**src/rtl/dac_pair_pkg.sv**
```systemverilog
package dac_pair_pkg;
  parameter int DAC_W   = 12;
  parameter int LANE_W  = 16;
  parameter int BYTE_W  = 8;
  parameter int NUM_EXT = 7;
  parameter int SEL_W   = $clog2(NUM_EXT + 1);
  parameter int AMP_W   = 4;
  parameter int NUM_CH  = 2;
  parameter int BUS_W   = NUM_CH * LANE_W;

  localparam logic [1:0] FMT_R12  = 2'd0;
  localparam logic [1:0] FMT_L12  = 2'd1;
  localparam logic [1:0] FMT_R8   = 2'd2;
  localparam logic [1:0] WR_BOTH  = 2'd2;
  localparam logic [SEL_W-1:0] SW_CODE = SEL_W'(NUM_EXT);

  typedef enum logic [1:0] {
    WAVE_OFF   = 2'd0,
    WAVE_NOISE = 2'd1,
    WAVE_TRI   = 2'd2,
    WAVE_NONE  = 2'd3
  } wave_e;

  // strobes from a channel's control to its datapath
  typedef struct packed {
    logic direct;  // untriggered copy of held value
    logic trig;    // triggered transfer, wave added and stepped
  } xfer_t;

  function automatic logic [DAC_W-1:0] alignIn(input logic [LANE_W-1:0] lane,
                                               input logic [1:0] fmt);
    case (fmt)
      FMT_L12: return lane[LANE_W-1 -: DAC_W];
      FMT_R8:  return {lane[BYTE_W-1:0], {(DAC_W-BYTE_W){1'b0}}};
      default: return lane[DAC_W-1:0];
    endcase
  endfunction

  function automatic logic [LANE_W-1:0] laneOf(input logic [BUS_W-1:0] data,
                                               input logic [1:0] fmt,
                                               input logic upper,
                                               input logic both);
    if (!both) return data[LANE_W-1:0];
    if (fmt == FMT_R8)
      return upper ? {{(LANE_W-BYTE_W){1'b0}}, data[2*BYTE_W-1:BYTE_W]}
                   : {{(LANE_W-BYTE_W){1'b0}}, data[BYTE_W-1:0]};
    return upper ? data[2*LANE_W-1:LANE_W] : data[LANE_W-1:0];
  endfunction

  function automatic logic [DAC_W-1:0] ampMask(input logic [AMP_W-1:0] amp);
    logic [DAC_W-1:0] m;
    for (int i = 0; i < DAC_W; i++) m[i] = (i <= int'(amp));
    return m;
  endfunction
endpackage

```
**src/rtl/dac_chan_ctrl.sv**
```systemverilog
module dac_chan_ctrl
  import dac_pair_pkg::*;
(
  input  logic               clk,
  input  logic               rstN,
  input  logic               wrHit,
  input  logic               trigEn,
  input  logic [SEL_W-1:0]   trigSel,
  input  logic [NUM_EXT-1:0] extTrig,
  input  logic               swSet,
  input  logic               dmaEn,
  input  logic               dmaAck,
  input  logic               urClr,
  input  xfer_t              effXfer,
  output xfer_t              ownXfer,
  output logic               swPending,
  output logic               dmaReq,
  output logic               underrun
);
  localparam int SRC_N = 1 << SEL_W;

  logic [NUM_EXT-1:0] extPrev;
  logic               wrPend;
  logic [SRC_N-1:0]   srcVec;
  logic               swUse;
  logic               fire;

  always_comb begin
    srcVec = '0;
    srcVec[NUM_EXT-1:0] = extTrig & ~extPrev;
    srcVec[SW_CODE] = swPending;
  end

  assign swUse = trigEn && (trigSel == SW_CODE);
  assign fire  = trigEn && srcVec[trigSel];

  assign ownXfer.trig   = fire;
  assign ownXfer.direct = wrPend && !trigEn;

  always_ff @(posedge clk) begin
    if (!rstN) begin
      extPrev   <= '0;
      wrPend    <= 1'b0;
      swPending <= 1'b0;
    end else begin
      extPrev <= extTrig;
      wrPend  <= wrHit;
      if (swSet)                  swPending <= 1'b1;
      else if (swUse && swPending) swPending <= 1'b0;
    end
  end

  // DMA handshake driven by the transfer this channel actually performs
  always_ff @(posedge clk) begin
    if (!rstN) begin
      dmaReq   <= 1'b0;
      underrun <= 1'b0;
    end else begin
      if (effXfer.trig && dmaEn) begin
        if (underrun) begin
          dmaReq <= 1'b0;
        end else if (dmaReq && !dmaAck) begin
          dmaReq   <= 1'b0;
          underrun <= 1'b1;
        end else begin
          dmaReq <= 1'b1;
        end
      end else if (dmaAck) begin
        dmaReq <= 1'b0;
      end
      if (urClr) underrun <= 1'b0;
    end
  end

  // a consumed software request leaves nothing pending
  a_r5_sw_self_clear: assert property (@(posedge clk) disable iff (!rstN)
    (swUse && swPending && !swSet) |=> !swPending);

  // an unacknowledged request without a new transfer is held
  a_r10_req_held: assert property (@(posedge clk) disable iff (!rstN)
    (dmaReq && !dmaAck && !effXfer.trig && !urClr) |=> dmaReq);

  // underrun is sticky until cleared
  a_r11_underrun_sticky: assert property (@(posedge clk) disable iff (!rstN)
    (underrun && !urClr) |=> underrun);

  // no request may coexist with an underrun
  a_r11_no_req_in_underrun: assert property (@(posedge clk) disable iff (!rstN)
    underrun |-> !dmaReq);
endmodule

```
**src/rtl/dac_chan_path.sv**
```systemverilog
module dac_chan_path
  import dac_pair_pkg::*;
(
  input  logic             clk,
  input  logic             rstN,
  input  logic             loadEn,
  input  logic [DAC_W-1:0] loadVal,
  input  xfer_t            xfer,
  input  logic [1:0]       waveMode,
  input  logic [AMP_W-1:0] waveAmp,
  output logic [DAC_W-1:0] dacOut
);
  localparam logic [DAC_W-1:0] LFSR_SEED = DAC_W'(12'hAAA);
  localparam logic [DAC_W-1:0] FULL      = '1;

  logic [DAC_W-1:0] hold;
  logic [DAC_W-1:0] lfsr;
  logic [DAC_W-1:0] triVal;
  logic             triDown;
  logic [DAC_W-1:0] mask;
  logic [DAC_W-1:0] waveVal;
  logic [DAC_W:0]   sum;
  logic [DAC_W-1:0] clipped;
  logic             lfsrFb;
  wave_e            mode;

  assign mode    = wave_e'(waveMode);
  assign mask    = ampMask(waveAmp);
  assign lfsrFb  = lfsr[11] ^ lfsr[5] ^ lfsr[3] ^ lfsr[0];

  always_comb begin
    case (mode)
      WAVE_NOISE: waveVal = lfsr & mask;
      WAVE_TRI:   waveVal = triVal;
      default:    waveVal = '0;
    endcase
    sum     = {1'b0, hold} + {1'b0, waveVal};
    clipped = sum[DAC_W] ? FULL : sum[DAC_W-1:0];
  end

  always_ff @(posedge clk) begin
    if (!rstN) begin
      hold    <= '0;
      dacOut  <= '0;
      lfsr    <= LFSR_SEED;
      triVal  <= '0;
      triDown <= 1'b0;
    end else begin
      if (loadEn) hold <= loadVal;
      if (xfer.direct) begin
        dacOut <= hold;
      end else if (xfer.trig) begin
        dacOut <= clipped;
        if (mode == WAVE_NOISE) lfsr <= {lfsr[DAC_W-2:0], lfsrFb};
        if (mode == WAVE_TRI) begin
          if (!triDown) begin
            if (triVal == mask) begin
              triDown <= 1'b1;
              triVal  <= triVal - 1'b1;
            end else begin
              triVal <= triVal + 1'b1;
            end
          end else begin
            if (triVal == '0) begin
              triDown <= 1'b0;
              triVal  <= triVal + 1'b1;
            end else begin
              triVal <= triVal - 1'b1;
            end
          end
        end
      end
    end
  end

  // an untriggered transfer copies the held value unchanged
  a_r3_direct_copy: assert property (@(posedge clk) disable iff (!rstN)
    xfer.direct |=> dacOut == $past(hold));

  // a triggered result never falls below the held value
  a_r9_no_wrap: assert property (@(posedge clk) disable iff (!rstN)
    (xfer.trig && !xfer.direct) |=> dacOut >= $past(hold));

  // with wave off a triggered transfer adds nothing
  a_r8_off_adds_zero: assert property (@(posedge clk) disable iff (!rstN)
    (xfer.trig && !xfer.direct && (waveMode == 2'd0)) |=> dacOut == $past(hold));
endmodule

```
**src/rtl/dac_pair_ctrl.sv**
```systemverilog
module dac_pair_ctrl
  import dac_pair_pkg::*;
(
  input  logic                      clk,
  input  logic                      rstN,
  input  logic                      wrEn,
  input  logic [1:0]                wrChan,
  input  logic [1:0]                wrFmt,
  input  logic [BUS_W-1:0]          wrData,
  input  logic                      dualMode,
  input  logic [NUM_CH-1:0]         trigEn,
  input  logic [NUM_CH*SEL_W-1:0]   trigSel,
  input  logic [NUM_EXT-1:0]        extTrig,
  input  logic [NUM_CH-1:0]         swSet,
  input  logic [NUM_CH*2-1:0]       waveMode,
  input  logic [NUM_CH*AMP_W-1:0]   waveAmp,
  input  logic [NUM_CH-1:0]         dmaEn,
  input  logic [NUM_CH-1:0]         dmaAck,
  input  logic [NUM_CH-1:0]         urClr,
  output logic [NUM_CH*DAC_W-1:0]   dacOut,
  output logic [NUM_CH-1:0]         dmaReq,
  output logic [NUM_CH-1:0]         underrun,
  output logic [NUM_CH-1:0]         swPending
);
  xfer_t ownX [NUM_CH];
  xfer_t effX [NUM_CH];

  for (genvar g = 0; g < NUM_CH; g++) begin : gCh
    logic              wrHit;
    logic [LANE_W-1:0] lane;

    assign wrHit = wrEn && ((wrChan == 2'(g)) || (wrChan == WR_BOTH));
    assign lane  = laneOf(wrData, wrFmt, (g != 0), (wrChan == WR_BOTH));

    if (g == 0) begin : gLead
      assign effX[g] = ownX[g];
    end else begin : gFollow
      assign effX[g] = dualMode ? ownX[0] : ownX[g];
    end

    dac_chan_ctrl uCtrl (
      .clk       (clk),
      .rstN      (rstN),
      .wrHit     (wrHit),
      .trigEn    (trigEn[g]),
      .trigSel   (trigSel[g*SEL_W +: SEL_W]),
      .extTrig   (extTrig),
      .swSet     (swSet[g]),
      .dmaEn     (dmaEn[g]),
      .dmaAck    (dmaAck[g]),
      .urClr     (urClr[g]),
      .effXfer   (effX[g]),
      .ownXfer   (ownX[g]),
      .swPending (swPending[g]),
      .dmaReq    (dmaReq[g]),
      .underrun  (underrun[g])
    );

    dac_chan_path uPath (
      .clk      (clk),
      .rstN     (rstN),
      .loadEn   (wrHit),
      .loadVal  (alignIn(lane, wrFmt)),
      .xfer     (effX[g]),
      .waveMode (waveMode[g*2 +: 2]),
      .waveAmp  (waveAmp[g*AMP_W +: AMP_W]),
      .dacOut   (dacOut[g*DAC_W +: DAC_W])
    );
  end

  // in dual mode both channels move on the same edge
  a_r6_dual_lockstep: assert property (@(posedge clk) disable iff (!rstN)
    dualMode |-> (effX[1] == effX[0]));
endmodule

```
**config.mk**
```make
export PLATFORM = sky130hd
export DESIGN_NAME = dac_pair_ctrl
export DESIGN_NICKNAME = d
export VERILOG_FILES = /design/src/rtl/dac_pair_pkg.sv /design/src/rtl/dac_chan_ctrl.sv /design/src/rtl/dac_chan_path.sv /design/src/rtl/dac_pair_ctrl.sv
export SDC_FILE = /design/constraint.sdc
export NUM_CORES = 1
export LEC_CHECK = 0
export BUFFER_PORTS_ARGS = -buffer_cell sky130_fd_sc_hd__clkbuf_2
export CORE_AREA = 2 2 152 154
export CTS_BUF_LIST = sky130_fd_sc_hd__clkbuf_4 sky130_fd_sc_hd__clkbuf_8
export DETAILED_ROUTE_END_ITERATION = 8
export DIE_AREA = 0 0 154 156
export PLACE_DENSITY = 0.64
export SYNTH_ARGS = -nofsm -noshare
export SYNTH_HDL_FRONTEND = slang
export SYNTH_HIERARCHICAL = 1
export SYNTH_SLANG_ARGS = --single-unit
```
**constraint.sdc**
```tcl
create_clock -name clk -period 4.84 [get_ports clk]
set_input_delay 0.968 -clock clk [delete_from_list [all_inputs] [get_ports clk]]
set_output_delay 0.968 -clock clk [all_outputs]
set_load 0.005 [all_outputs]
```
==> qor.csv <==
stage,metric,value,unit
timing,setup ws final,1160,ps
global_route,vias in the first global route,7527,
clock_tree,total CTS buffers,17,
pwr,Peak VDD IR,133,uV
placed_design,Final GP Congestion,0.894,
synthesis,Synth cell types,88,
global_route,Total GRT Usage,0.204,
clock_tree,cts repair resizes,0,
synthesis,sequential fraction of the synthesis area,0.274,
critical_path,CP required,5150,ps
floorplan,Initial Utilization,0.392,
synthesis,post-synthesis adder-cell area fraction,0.0602,
synthesis,synthesized cell area,0.00877,mm2
global_route,initial antenna violation count,0,
synthesis,cell taking the most area after synthesis,dfxtp_1,
detailed_routing,initial DRC count,606,
clock_tree,cts hold-fix bufs,0,
run,MaxCap Viol Count,0,
global_route,first-pass GRT wire length,39800,um
synthesis,simple-gate share of the synthesized area,0.292,
synthesis,Synth Flop Type,dfxtp_1,
detailed_routing,WL met1,11900,um
timing,Setup TNS,0,ps
timing,Worst Tran Pin Value,1070,ps
timing,RSZ-0062 raised after global routing,no,
timing,f_max,0.271,GHz
critical_path,worst-path cell chain,clkbuf_2 -> inv_1 -> ha_1 -> o311ai_0 -> a21oi_1 -> ha_1 -> nor2b_1 -> o21ai_0 -> a21oi_1 -> nor4_1 -> o31ai_1 -> buf_4 -> nor4_1 -> a2111oi_0,
critical_path,slowest cell on the critical path,nor4_1,
pwr,Leak,3.97,nW
detailed_routing,DRC violations left,0,
timing,Max Transition Viols Final,0,
placed_design,pre-CTS setup slack,776,ps
synthesis,share of the synthesized area in the top cell type,0.274,
detailed_routing,Detailed Route WL,24600,um
timing,clk_skew,16.1,ps
cells_and_area,NumNets Final,1304,
clock_tree,clk_lat worst skew,460,ps
synthesis,Post-synth EDFFs,0,
synthesis,xor/xnor share of the synthesized area,0.0210,
critical_path,biggest cell delay along the critical path,470,ps
floorplan,FP Rows,55,
detailed_routing,met3 WL post-DR,1320,um
floorplan,die height,156,um
hold_path,HP Class,flop to flop,
clock_tree,CTS H-tree depth,4,
timing,final period utilization,0.761,
clock_tree,clk slew on worst S/H paths,80,ps
clock_tree,TritonCTS clock tree,done,
clock_tree,CTS sink cnt,120,
critical_path,critical path endpoint category,flop,
placed_design,I/O Buffers,104,
critical_path,startpoint types,primary input,
synthesis,syn nets,1256,
cells_and_area,Inserted Diodes,0,
outcome,status,completed,
detailed_routing,via count,8433,
detailed_routing,Via-to-Cell Ratio,5.67,
pwr,Cell Pwr Density,262,mW/mm2
synthesis,Synth Area per Inst,7.69,um2
critical_path,crit path DAT,4000,ps
timing,Final setup viols,0,
critical_path,CP Class,primary input to flop,
synthesis,Syn Inst Count,1140,
cells_and_area,synth-to-layout area growth,11.5,%
synthesis,synth warn,6,
synthesis,share of flip-flops with an asynchronous set or reset,0,
synthesis,"top cells by area, synth","dfxtp_1, mux2i_1, ha_1",
floorplan,Total Die Area,0.0240,mm2
timing,final hold violations,0,
synthesis,cell with the most instances after synthesis,nand2_1,
synthesis,main combinational cell family by area after synthesis,simple AND/OR/NAND/NOR gates,
detailed_routing,antenna violation net count after detailed routing,0,
placed_design,Placed Area,0.00934,mm2
floorplan,IO Pins,105,
synthesis,synth cell count leaders,"nand2_1, dfxtp_1, nor2_1, a21oi_1, o21ai_0",
timing,Slew headroom,0.283,
clock_tree,Post CTS Setup Buffer Count,0,
global_route,largest net degree at the start of global routing,82,
detailed_routing,WL per Instance,16.6,um
critical_path,"Max FO, Critical Path",13,
synthesis,Synth Area in Compound Gates,0.224,
clock_tree,clk root buf,clkbuf_8,
detailed_routing,DR top layer,met4,
detailed_routing,WL met2,11000,um
cells_and_area,Final Cell Area,0.00978,mm2
floorplan,chip width,154,um
synthesis,mux cell area share after synthesis,0.0675,
timing,clock period minus worst slack,3680,ps
detailed_routing,number of detailed-route iterations in the first pass,6,
synthesis,"flops & latches, synth",120,
clock_tree,CTS Buffer Depth,2,
cells_and_area,fraction of layout cells with a size suffix above 1,0.155,
placed_design,HPWL Detailed,18000,um
floorplan,Core ar.,0.0224,mm2
global_route,GRT overflow,0,
-- final cells by class --
cell class	instances	area [um2]
inverter	37	139
sequential	120	2400
clock inverter	14	195
multi-input combinational	899	5840
timing repair buffer	113	601
clock buffer	18	248
tap	285	357
fill	2240	12600
-- state kept, by name, indices dropped and copies added, names as in the netlist, 14 cells and up --
signal,cells
gCh.uCtrl/extPrev,14
gCh.uPath/dacOut,24
gCh.uPath/hold,24
gCh.uPath/lfsr,24
gCh.uPath/triVal,24
-- path summary, 6_finish.rpt --
kind              cells past startpoint                     end  slack (ps)               startpoint
setup / recovery                     14  gCh[0].uPath/dacOut[9]        1160              waveMode[1]
hold / removal                        2   gCh[0].uPath/lfsr[10]         470     gCh[0].uPath/lfsr[9]
setup reg to reg                     10  gCh[1].uPath/triVal[9]        1650  gCh[0].uCtrl/extPrev[6]
hold reg to reg                       2   gCh[0].uPath/lfsr[10]         470     gCh[0].uPath/lfsr[9]
-- kinds of logic (layout without fill, tap and decap cells) --
kind of cell	after synthesis	count (layout)
and+or+nand+nor	486	486
AOI/OAI and AO/OA	295	295
buffers and inverters	121	182
DFF	120	120
muxes	56	56
adders and majority gates	41	41
xor gates and xnor gates	21	21
-- routing by layer --
metal | vias to the layer above | GRT usage
li1 | 4210 | -
met4 | 0 | 0.0623
met3 | 28 | 0.0356
met2 | 265 | 0.318
met5 | - | 0
met1 | 3930 | 0.288
-- power breakdown --
part | switching, W | leakage, nW | internal (W)
combinational | 0.000262 | 2.78 | 0.000187
clock | 0.000457 | 0.212 | 0.000578
sequential | 0.0000424 | 0.978 | 0.00103
total | 0.000762 | 3.97 | 0.00180
-- critical path, delay by kind of cell --
family                   cells  cell delay, ps
AO/OA/AOI/OAI                6            1130
AND/OR/NAND/NOR              3             860
adder cells (fa/ha/maj)      2             680
buffers and inverters        3             350
-- per-stage QoR --
stage | util | hold WS, ps | std cells | power, W
floorplan | - | 445 | 1140 | 0.00140
global placement | 0.417 | 463 | 1454 | 0.00154
detailed placement | 0.417 | 467 | 1454 | 0.00154
CTS | 0.437 | 478 | 1486 | 0.00258
global route | 0.437 | 502 | 1486 | 0.00268
finish | 0.437 | 475 | 1486 | 0.00256
-- cells in the final DEF (no fill, tap or decap), types with 20 or more instances in the layout --
cell,Yosys,final
nor2_1,102,102
nand3_1,39,39
o21ai_0,60,60
dfxtp_1,120,120
nand2b_1,39,39
ha_1,39,39
a21oi_1,85,85
mux2i_1,49,49
or3_1,20,20
inv_1,35,35
clkbuf_2,1,104
nand2_1,129,129
and2_1,25,25
No activity file was read; power rests on OpenSTA's default activity.
